## src/rtl/geom_probe_pkg.sv

```systemverilog
package geom_probe_pkg;

  // sequencer states
  typedef enum logic [2:0] {
    PS_IDLE,
    PS_CHECK,
    PS_ISSUE,
    PS_WAIT,
    PS_FIX,
    PS_DONE
  } probe_state_e;

  localparam int NUM_AXES = 3;
  localparam int AXIS_W   = 2;

  typedef logic [AXIS_W-1:0] axis_idx_t;

  // axis numbering also fixes the search order: heads, cylinders, sectors
  localparam axis_idx_t AX_HEAD = 2'd0;
  localparam axis_idx_t AX_CYL  = 2'd1;
  localparam axis_idx_t AX_SEC  = 2'd2;

  localparam logic [7:0] SEEK_OPCODE = 8'h0B;

endpackage

```

## src/rtl/bisect_axis.sv

```systemverilog
module bisect_axis #(
  parameter int MAXV = 16,
  parameter int BW   = $clog2(MAXV + 1)
) (
  input  logic          clk,
  input  logic          rst_n,
  input  logic          init_i,
  input  logic          sel_i,
  input  logic          step_i,
  input  logic          upd_i,
  input  logic          ok_i,
  input  logic          fix_i,
  output logic [BW-1:0] probe_o,
  output logic [BW-1:0] low_o,
  output logic          conv_o
);

  localparam logic [BW-1:0] TOP = BW'(MAXV);
  localparam logic [BW-1:0] ONE = BW'(1);

  logic [BW-1:0] lo_q, lo_d;
  logic [BW-1:0] hi_q, hi_d;
  logic [BW-1:0] pr_q, pr_d;
  logic [BW:0]   sum_w;
  logic [BW-1:0] mid_w;
  logic          en_w;

  assign sum_w = {1'b0, lo_q} + {1'b0, hi_q};
  assign mid_w = BW'(sum_w >> 1);
  assign en_w  = init_i | (sel_i & (step_i | upd_i | fix_i));

  always_comb begin
    lo_d = lo_q;
    hi_d = hi_q;
    pr_d = pr_q;
    if (init_i) begin
      lo_d = '0;
      hi_d = TOP;
      pr_d = '0;
    end else if (sel_i) begin
      if (step_i) pr_d = mid_w;
      if (upd_i) begin
        if (ok_i) lo_d = pr_q;
        else      hi_d = pr_q;
      end
      if (fix_i) pr_d = lo_q;
    end
  end

  always_ff @(posedge clk or negedge rst_n) begin
    if (!rst_n) begin
      lo_q <= '0;
      hi_q <= TOP;
      pr_q <= '0;
    end else if (en_w) begin
      lo_q <= lo_d;
      hi_q <= hi_d;
      pr_q <= pr_d;
    end
  end

  assign probe_o = pr_q;
  assign low_o   = lo_q;
  assign conv_o  = ((lo_q + ONE) == hi_q);

  // the known-good bound always stays below the known-bad bound
  p_bounds_order_r4: assert property (@(posedge clk) disable iff (!rst_n)
    lo_q < hi_q);

  // outside a restart the bounds only close in
  p_bounds_narrow_r4: assert property (@(posedge clk) disable iff (!rst_n)
    !init_i |=> (lo_q >= $past(lo_q)) && (hi_q <= $past(hi_q)));

endmodule

```

## src/rtl/probe_sequencer.sv

```systemverilog
module probe_sequencer
  import geom_probe_pkg::*;
(
  input  logic                clk,
  input  logic                rst_n,
  input  logic                start_i,
  input  logic                rsp_valid_i,
  input  logic [NUM_AXES-1:0] conv_i,
  output axis_idx_t           axis_o,
  output logic                init_o,
  output logic                step_o,
  output logic                upd_o,
  output logic                fix_o,
  output logic                req_o,
  output logic                busy_o,
  output logic                done_o
);

  localparam axis_idx_t LAST_AXIS = axis_idx_t'(NUM_AXES - 1);

  probe_state_e state_q, state_d;
  axis_idx_t    axis_q, axis_d;
  logic         cur_conv_w;

  assign cur_conv_w = conv_i[axis_q];

  always_comb begin
    state_d = state_q;
    axis_d  = axis_q;
    init_o  = 1'b0;
    step_o  = 1'b0;
    upd_o   = 1'b0;
    fix_o   = 1'b0;
    unique case (state_q)
      PS_IDLE, PS_DONE: begin
        if (start_i) begin
          init_o  = 1'b1;
          axis_d  = AX_HEAD;
          state_d = PS_CHECK;
        end
      end
      PS_CHECK: begin
        if (cur_conv_w) begin
          state_d = PS_FIX;
        end else begin
          step_o  = 1'b1;
          state_d = PS_ISSUE;
        end
      end
      PS_ISSUE: state_d = PS_WAIT;
      PS_WAIT: begin
        if (rsp_valid_i) begin
          upd_o   = 1'b1;
          state_d = PS_CHECK;
        end
      end
      PS_FIX: begin
        fix_o = 1'b1;
        if (axis_q == LAST_AXIS) begin
          state_d = PS_DONE;
        end else begin
          axis_d  = axis_q + axis_idx_t'(1);
          state_d = PS_CHECK;
        end
      end
      default: state_d = PS_IDLE;
    endcase
  end

  always_ff @(posedge clk or negedge rst_n) begin
    if (!rst_n) begin
      state_q <= PS_IDLE;
      axis_q  <= AX_HEAD;
    end else begin
      state_q <= state_d;
      axis_q  <= axis_d;
    end
  end

  assign axis_o = axis_q;
  assign req_o  = (state_q == PS_ISSUE);
  assign busy_o = (state_q != PS_IDLE) && (state_q != PS_DONE);
  assign done_o = (state_q == PS_DONE);

endmodule

```

## src/rtl/geom_prober.sv

```systemverilog
module geom_prober
  import geom_probe_pkg::*;
#(
  parameter int HEAD_LIMIT = 16,
  parameter int CYL_LIMIT  = 1024,
  parameter int SEC_LIMIT  = 64
) (
  input  logic                            clk,
  input  logic                            rst_n,
  input  logic                            start_i,
  output logic                            req_valid_o,
  output logic [7:0]                      req_opcode_o,
  output logic [$clog2(HEAD_LIMIT+1)-1:0] req_head_o,
  output logic [$clog2(CYL_LIMIT+1)-1:0]  req_cyl_o,
  output logic [$clog2(SEC_LIMIT+1)-1:0]  req_sec_o,
  input  logic                            rsp_valid_i,
  input  logic                            rsp_ok_i,
  input  logic                            rsp_timeout_i,
  output logic                            busy_o,
  output logic                            done_o,
  output logic [$clog2(HEAD_LIMIT+1)-1:0] geo_heads_o,
  output logic [$clog2(CYL_LIMIT+1)-1:0]  geo_cyls_o,
  output logic [$clog2(SEC_LIMIT+1)-1:0]  geo_secs_o,
  output logic [7:0]                      geo_ctrl_o
);

  localparam int HBW = $clog2(HEAD_LIMIT + 1);
  localparam int CBW = $clog2(CYL_LIMIT + 1);
  localparam int SBW = $clog2(SEC_LIMIT + 1);

  // asynchronous assertion, synchronous release
  logic [1:0] rst_sync_q;
  logic       rst_int_n;

  always_ff @(posedge clk or negedge rst_n) begin
    if (!rst_n) rst_sync_q <= 2'b00;
    else        rst_sync_q <= {rst_sync_q[0], 1'b1};
  end
  assign rst_int_n = rst_sync_q[1];

  axis_idx_t           axis_w;
  logic                init_w, step_w, upd_w, fix_w;
  logic                ok_eff_w;
  logic [NUM_AXES-1:0] conv_w;
  logic [NUM_AXES-1:0] sel_w;
  logic [HBW-1:0]      h_probe_w, h_low_w;
  logic [CBW-1:0]      c_probe_w, c_low_w;
  logic [SBW-1:0]      s_probe_w, s_low_w;

  // a transport timeout always counts as a rejected seek
  assign ok_eff_w = rsp_ok_i & ~rsp_timeout_i;

  for (genvar i = 0; i < NUM_AXES; i++) begin : g_sel
    assign sel_w[i] = (axis_w == axis_idx_t'(i));
  end

  probe_sequencer u_seq (
    .clk         (clk),
    .rst_n       (rst_int_n),
    .start_i     (start_i),
    .rsp_valid_i (rsp_valid_i),
    .conv_i      (conv_w),
    .axis_o      (axis_w),
    .init_o      (init_w),
    .step_o      (step_w),
    .upd_o       (upd_w),
    .fix_o       (fix_w),
    .req_o       (req_valid_o),
    .busy_o      (busy_o),
    .done_o      (done_o)
  );

  bisect_axis #(.MAXV(HEAD_LIMIT), .BW(HBW)) u_head (
    .clk (clk), .rst_n (rst_int_n), .init_i (init_w), .sel_i (sel_w[AX_HEAD]),
    .step_i (step_w), .upd_i (upd_w), .ok_i (ok_eff_w), .fix_i (fix_w),
    .probe_o (h_probe_w), .low_o (h_low_w), .conv_o (conv_w[AX_HEAD])
  );

  bisect_axis #(.MAXV(CYL_LIMIT), .BW(CBW)) u_cyl (
    .clk (clk), .rst_n (rst_int_n), .init_i (init_w), .sel_i (sel_w[AX_CYL]),
    .step_i (step_w), .upd_i (upd_w), .ok_i (ok_eff_w), .fix_i (fix_w),
    .probe_o (c_probe_w), .low_o (c_low_w), .conv_o (conv_w[AX_CYL])
  );

  bisect_axis #(.MAXV(SEC_LIMIT), .BW(SBW)) u_sec (
    .clk (clk), .rst_n (rst_int_n), .init_i (init_w), .sel_i (sel_w[AX_SEC]),
    .step_i (step_w), .upd_i (upd_w), .ok_i (ok_eff_w), .fix_i (fix_w),
    .probe_o (s_probe_w), .low_o (s_low_w), .conv_o (conv_w[AX_SEC])
  );

  assign req_opcode_o = SEEK_OPCODE;
  assign req_head_o   = h_probe_w;
  assign req_cyl_o    = c_probe_w;
  assign req_sec_o    = s_probe_w;

  assign geo_heads_o  = h_low_w + HBW'(1);
  assign geo_cyls_o   = c_low_w + CBW'(1);
  assign geo_secs_o   = s_low_w + SBW'(1);
  assign geo_ctrl_o   = 8'h00;

  // the request strobe never lasts two cycles
  p_req_pulse_r7: assert property (@(posedge clk) disable iff (!rst_int_n)
    req_valid_o |=> !req_valid_o);

  // a request is only raised inside a search
  p_req_busy_r7: assert property (@(posedge clk) disable iff (!rst_int_n)
    req_valid_o |-> busy_o && !done_o);

  // fields of the outstanding request hold into the wait
  p_fields_hold_r7: assert property (@(posedge clk) disable iff (!rst_int_n)
    req_valid_o |=> $stable({req_head_o, req_cyl_o, req_sec_o}));

  // done and the geometry hold until a new start
  p_done_hold_r9: assert property (@(posedge clk) disable iff (!rst_int_n)
    (done_o && !start_i) |=> done_o && $stable({geo_heads_o, geo_cyls_o, geo_secs_o}));

endmodule

```

## config.mk

```make
export PLATFORM = sky130hd
export DESIGN_NAME = geom_prober
export DESIGN_NICKNAME = d
export VERILOG_FILES = /design/src/rtl/geom_probe_pkg.sv /design/src/rtl/bisect_axis.sv /design/src/rtl/probe_sequencer.sv /design/src/rtl/geom_prober.sv
export SDC_FILE = /design/constraint.sdc
export NUM_CORES = 1
export LEC_CHECK = 0
export BUFFER_PORTS_ARGS = -buffer_cell sky130_fd_sc_hd__clkbuf_2
export CAP_MARGIN = 30
export CELL_PAD_IN_SITES_DETAIL_PLACEMENT = 0
export CELL_PAD_IN_SITES_GLOBAL_PLACEMENT = 1
export CORE_MARGIN = 3
export CORE_UTILIZATION = 29
export CTS_CLUSTER_DIAMETER = 30
export DETAILED_ROUTE_END_ITERATION = 6
export PLACE_DENSITY_LB_ADDON = 0.25
export SYNTH_ARGS = -nofsm -noshare
export SYNTH_HDL_FRONTEND = slang
export SYNTH_SLANG_ARGS = --single-unit
```

## constraint.sdc

```tcl
create_clock -name clk -period 5.75 [get_ports clk]
set_input_delay 0.575 -clock clk [delete_from_list [all_inputs] [get_ports clk]]
set_output_delay 0.575 -clock clk [all_outputs]
set_load 0.03 [all_outputs]
```

Word-level counts from Yosys, hierarchy flattened
Cells that the tools add are included.
- register bits after elaboration: 76
- input bits: 6
- $add $sub $neg: 7
- magnitude comparators: 1
- equal/unequal tests: 15
- muxes and demuxes: 53
- bitwise operators: 10
- reductions and logical operators: 23
- operators with widths (cell ; count):
    two-way mux 11 bit ; 12
    two-way mux 7 bit ; 12
    two-way mux 5 bit ; 12
    AND reduction 4 bit ; 6
    one-hot mux 3 bit (5 select lines) ; 1
    adder 11 x 11 -> 12 bit ; 1
    two-way mux 3 bit ; 4
    AND reduction 3 bit ; 4
    nonzero test 2 bit ; 6
    adder 11 x 1 -> 11 bit (second input constant) ; 1
    equality test 11 bit ; 1
    adder 7 x 7 -> 8 bit ; 1
    two-way mux 1 bit ; 8
    adder 7 x 1 -> 7 bit (second input constant) ; 1
    equality test 7 bit ; 1
    adder 5 x 5 -> 6 bit ; 1
    equality test 3 x 2 -> 1 bit (second input constant) ; 2
    equality test 3 bit (second input constant) ; 2
    != test 2 bit (second input constant) ; 3
    nonzero test 3 bit ; 2
    adder 5 x 1 -> 5 bit (second input constant) ; 1
    equality test 5 bit ; 1
    OR 1 bit ; 5
    AND 1 bit ; 4
    16 further kinds ; 17

Logic depth before layout (Yosys ltp)
- word-level depth: 11
- depth in mapped cells: 10
- mapped depth without buffers: 10

Modules after synthesis
Synthesis repeated with hierarchy kept, for this count alone.
- cell total of the unflattened synthesis: 619
- area total of the unflattened synthesis: 5406.4 µm²
- by module, submodules not included (module ; instances ; cells each ; area an instance (µm²) ; sequential area each (µm²)):
    bisect_axis at u_cyl ; 1 ; 264 ; 2225.9 ; 827.0
    bisect_axis at u_sec ; 1 ; 150 ; 1355.0 ; 526.8
    bisect_axis at u_head ; 1 ; 98 ; 950.9 ; 376.6
    geom_prober ; 1 ; 66 ; 501.7 ; 50.0
    probe_sequencer ; 1 ; 41 ; 372.9 ; 125.1

Worst setup path before layout
OpenSTA, ideal clock, no wires.
- kind: flip-flop to flip-flop
- start point: register u_cyl.lo_q[0] (netlist: u_cyl.low_o[0])
- end point: register u_seq.state_q[2]
- setup time: 74 ps
- data arrival time: 3018 ps
- setup slack: 2658 ps
- stages on the path, launching flop included: 9
- cell sequence: dfrtp_1 -> ha_1 -> xor2_1 -> nor2_1 -> or4bb_1 -> a211o_1 -> or4b_4 -> a211o_1 -> a21oi_2
- word-level cells in the longest chain between the ends: 6
- ends and longest elaborated chain (element ; line ; source):
    start: declaration ; bisect_axis.sv:21 ; logic [BW-1:0] lo_q, lo_d;
    start signal: assignment ; bisect_axis.sv:56 ; lo_q <= lo_d;
    adder 11 x 1 -> 11 bit ; n/a ;
    via geo_cyls_o[2] ; geom_prober.sv:22 ; output logic [$clog2(CYL_LIMIT+1)-1:0] geo_cyls_o,
    equality test 11 bit ; bisect_axis.sv:64 ; assign conv_o = ((lo_q + ONE) == hi_q);
    binary-select mux 1 bit (select 2 bit) ; probe_sequencer.sv:25 ; assign cur_conv_w = conv_i[axis_q];
    two-way mux 1 bit (not written as such) ; probe_sequencer.sv:25 ;
    two-way mux 3 bit ; probe_sequencer.sv:43 ; if (cur_conv_w) begin
    one-hot mux 3 bit (5 select lines) ; probe_sequencer.sv:34 ; unique case (state_q)
    end signal: assignment ; probe_sequencer.sv:75 ; state_q <= state_d;
    end: declaration ; probe_sequencer.sv:21 ; probe_state_e state_q, state_d;
The timed path passes the listed nets, and every way through them passes these cells. The select of a mux whose other input is x is not followed.
A chain may end at the register's enable or synchronous reset.

Final worst setup path
- start point: register u_cyl.lo_q[8] (netlist: u_cyl.low_o[8])
- end point: register u_head.pr_q[3] (netlist: u_head.probe_o[3])
- word-level cells in the longest chain between the ends: 11
- elaborated cells between the ends (all ways): 12
- ends and longest elaborated chain (element ; line ; source):
    adder 11 x 1 -> 11 bit * ; bisect_axis.sv:64 ;
    equality test 11 bit * ; bisect_axis.sv:64 ;
    binary-select mux 1 bit (select 2 bit) * ; probe_sequencer.sv:25 ;
    two-way mux 1 bit (not written as such) * ; probe_sequencer.sv:25 ;
    two-way mux 1 bit * ; probe_sequencer.sv:43 ;
    two-way mux 1 bit * ; probe_sequencer.sv:34 ;
    OR 1 bit (2 in a row) ; bisect_axis.sv:30 ; assign en_w = init_i | (sel_i & (step_i | upd_i | fix_i));
    AND 1 bit ; bisect_axis.sv:30 ;
    OR 1 bit ; bisect_axis.sv:30 ;
    AND reduction 3 bit (no source line) * ; n/a ;
    end signal: assignment ; bisect_axis.sv:58 ; pr_q <= pr_d;
    end: declaration ; bisect_axis.sv:23 ; logic [BW-1:0] pr_q, pr_d;
Every way passes the cells marked *; elsewhere a longest branch is shown, timed or not. The select of a mux whose other input is x is not followed.

==> metrics <==
first-pass GRT wire length=22600 um; CTS Buf Count=9; max cap viols=0; fill cell count=1813; Routed WL per cell=~16 um; DP Worst Slack=2540 ps; ant diodes=0; drt drc=0; Cell Pwr Density=570 nW/um2; R2R cell count=7; initial core utilization=0.299; layout cells sized above 1=0.151; total wire length=13900 um; CP Data Required Time=5980 ps; synth unique cells=63; yosys warns=0; die area=19600 um2; initial antenna violation count=0; placed inst area=5670 um2; boundary pin count=71; Clock transition at path regs=60 ps; layout net count=656; footprint of the multi-input gates=3020 um2; Final Critical Period=roughly 3200 ps; maximum vdd drop=0.000166 V; DR vias/cell=4.83; Post-synth ARST share=1.00; r2r startpoint=u_cyl.low_o[8]; # resized after CTS=0; WS Path Type=flop to flop; CTS tree=yes; H-tree depth=3; HPWL after DPL=10200 um; Chip Height=140 um; maximum number of pins on one net before global-route repair=58; Core Region=17400 um2; Post-Syn Area per Cell=about 9 um2; Max stage delay on crit path=620 ps; synthesized cell area=5210 um2; RSZ-0062 raised after global routing=false; post-route cell area=5990 um2; Max transition margin=0.436; startpoint types=flop; CP cell instances=nand4_1 -> nor3_1 -> xnor3_1 -> nor4b_1 -> a31oi_1 -> o21ai_1 -> mux2_1; reg2reg end=u_head.probe_o[3]; leakage=~2.9 nW; Die Wd=140 um; CP Data Arrival Time=3440 ps; Post-synth EDFFs=0; Worst-Skew Late Latency=350 ps; final max-slew violation count=0; drt pass-1 iters=4; Syn Inst Count=573; GRT overflow=0; Worst Tran Pin Value=approximately 840 ps; final critical-path share of the clock period=0.559; Row Count=48; DR vias=4097; Setup Skew=9.36 ps; sequential-to-total area share from yosys stat=0.366; Buffers on Ports=54; Max Freq=about 310 MHz; Starting DRT DRC Count=193; main flop type after synthesis=dfrtp_1; Final Wtd Congestion=0.798; Critical Path Slowest Stage Cell=o21ai_1; setup violators final=0; Final Worst Setup Slack=2540 ps; vias in the first global route=around 4000; status=finished, final reports clean; Num Clock Sinks=76; crit path max fanout=10; Worst Hold Class=flop to asynchronous set/reset pin; Sequential cell area=1910 um2; Yosys reg bits=76; R2R Setup Slk=2540 ps; Final Hold Viols=0; CTS root buf=clkbuf_16; CTS Buffer Depth=2; post-route ant nets=0; Final TNS setup=0 ps; Setup crit end kind=flop; total routing usage reported by global routing=0.147; area delta synth->final=14.9%
[per-stage QoR]
step           utilization  hold slack [ps]  power [mW]  instances
6_report             0.344              217        3.41        848
5_1_grt              0.344              242        3.70        848
4_1_cts              0.344              227        3.46        848
3_5_place_dp         0.326              221        2.83        831
3_3_place_gp         0.321              337        2.80        826
2_1_floorplan            -              279        2.36        588
[report_power, final]
group | switching (mW) | leakage, nW | internal [mW] | total [mW]
logic | 1.07 | 1.78 | 0.714 | 1.78
registers | 0.279 | 0.996 | 0.747 | 1.03
clock network | 0.232 | 0.150 | 0.373 | 0.604
total | 1.58 | 2.93 | 1.83 | 3.41
[how the worst max path moves through the flow]
stage	start	endpoint	slack (ps)	depth (start not counted)
floorplan	u_cyl.low_o[0]	u_seq.state_q[2]	2660	8
global placement	u_cyl.low_o[8]	u_head.probe_o[1]	2630	7
detailed placement	u_cyl.low_o[8]	u_head.probe_o[2]	2540	7
CTS	u_cyl.low_o[8]	u_head.probe_o[2]	2530	7
global route	u_cyl.low_o[0]	u_head.probe_o[0]	2340	8
finish	u_cyl.low_o[8]	u_head.probe_o[3]	2540	7
[cell type report]
cell class / count / share of cell area
inverter: 26 / 0.0163
clock buffer: 15 / 0.0464
multi-input combinational: 443 / 0.505
clock inverter: 1 / 0.00502
tap: 225 / 0.0470
sequential: 76 / 0.319
timing repair buffer: 62 / 0.0614
[repair_timing]
item                      in CTS  in global routing
hold endpoints to repair       2                  0
hold buffers                   1                  0
setup buffers                  0                  0
[cell usage in the layout (no fill, tap or decap), types with 7 or more instances in the layout]
master / Yosys / layout
a21oi_1: 31 / 29
and2_1: 7 / 7
clkbuf_16: 0 / 9
clkbuf_2: 0 / 54
conb_1: 2 / 17
dfrtp_1: 73 / 72
ha_1: 29 / 29
inv_1: 26 / 26
mux2i_1: 21 / 21
nand2_1: 81 / 81
nand3_1: 12 / 12
nor2_1: 34 / 34
nor3_1: 17 / 17
o21ai_0: 56 / 56
xnor2_1: 23 / 23
xor2_1: 13 / 13
[state kept, by name (all words and copies together) (netlist names)]
register	count
u_cyl.hi_q	11
u_cyl.low_o	11
u_cyl.probe_o	11
u_sec.hi_q	7
u_sec.low_o	7
u_sec.probe_o	7
u_head.hi_q	5
u_head.low_o	5
u_head.probe_o	5
u_seq.state_q	3
rst_sync_q	2
u_seq.axis_o	2
[critical path, delay by kind of cell (launching register included)]
kind	cells	cell delay (ps)
DFF	1	570
AOI/OAI and AO/OA	2	930
xor gates and xnor gates	1	220
and+or+nand+nor	3	1000
muxes	1	380
[Yosys cell counts (all sizes together), types with 4 or more instances]
cell / instances / area, um2
nand2: 82 / 315
dfrtp: 73 / 1830
o21ai: 59 / 299
nor2: 34 / 128
a21oi: 32 / 164
ha: 29 / 363
buf: 26 / 183
inv: 26 / 97.6
xnor2: 23 / 201
mux2i: 21 / 210
clkbuf: 17 / 63.8
nor3: 17 / 85.1
nand3: 13 / 70.1
xor2: 13 / 114
mux2: 10 / 113
and2: 7 / 43.8
and3: 7 / 48.8
nor2b: 6 / 37.5
xnor3: 6 / 135
a211o: 5 / 43.8
a21o: 5 / 37.5
and4: 5 / 43.8
nand2b: 4 / 25.0
nand4: 4 / 25.0
or3: 4 / 25.0
[per-layer routing]
| layer | track usage | vias up | wire length, um |
|---|---|---|---|
| met4 | 0.0592 | 0 | 271 |
| met2 | 0.225 | 91 | 6350 |
| met3 | 0.0236 | 15 | 557 |
| met5 | 0 | - | 0 |
| li1 | - | 2067 | - |
| met1 | 0.207 | 1924 | 6760 |
[cell families after synthesis]
group                      count (synthesis)  share of synthesized area
muxes                                     31                     0.0620
xor gates and xnor gates                  45                      0.100
other                                      2                    0.00144
AOI/OAI and AO/OA                        124                      0.142
adders and majority gates                 32                     0.0812
buffers and inverters                     69                     0.0661
DFF                                       76                      0.366
and+or+nand+nor                          194                      0.181
(Power assumes the default switching activity.)
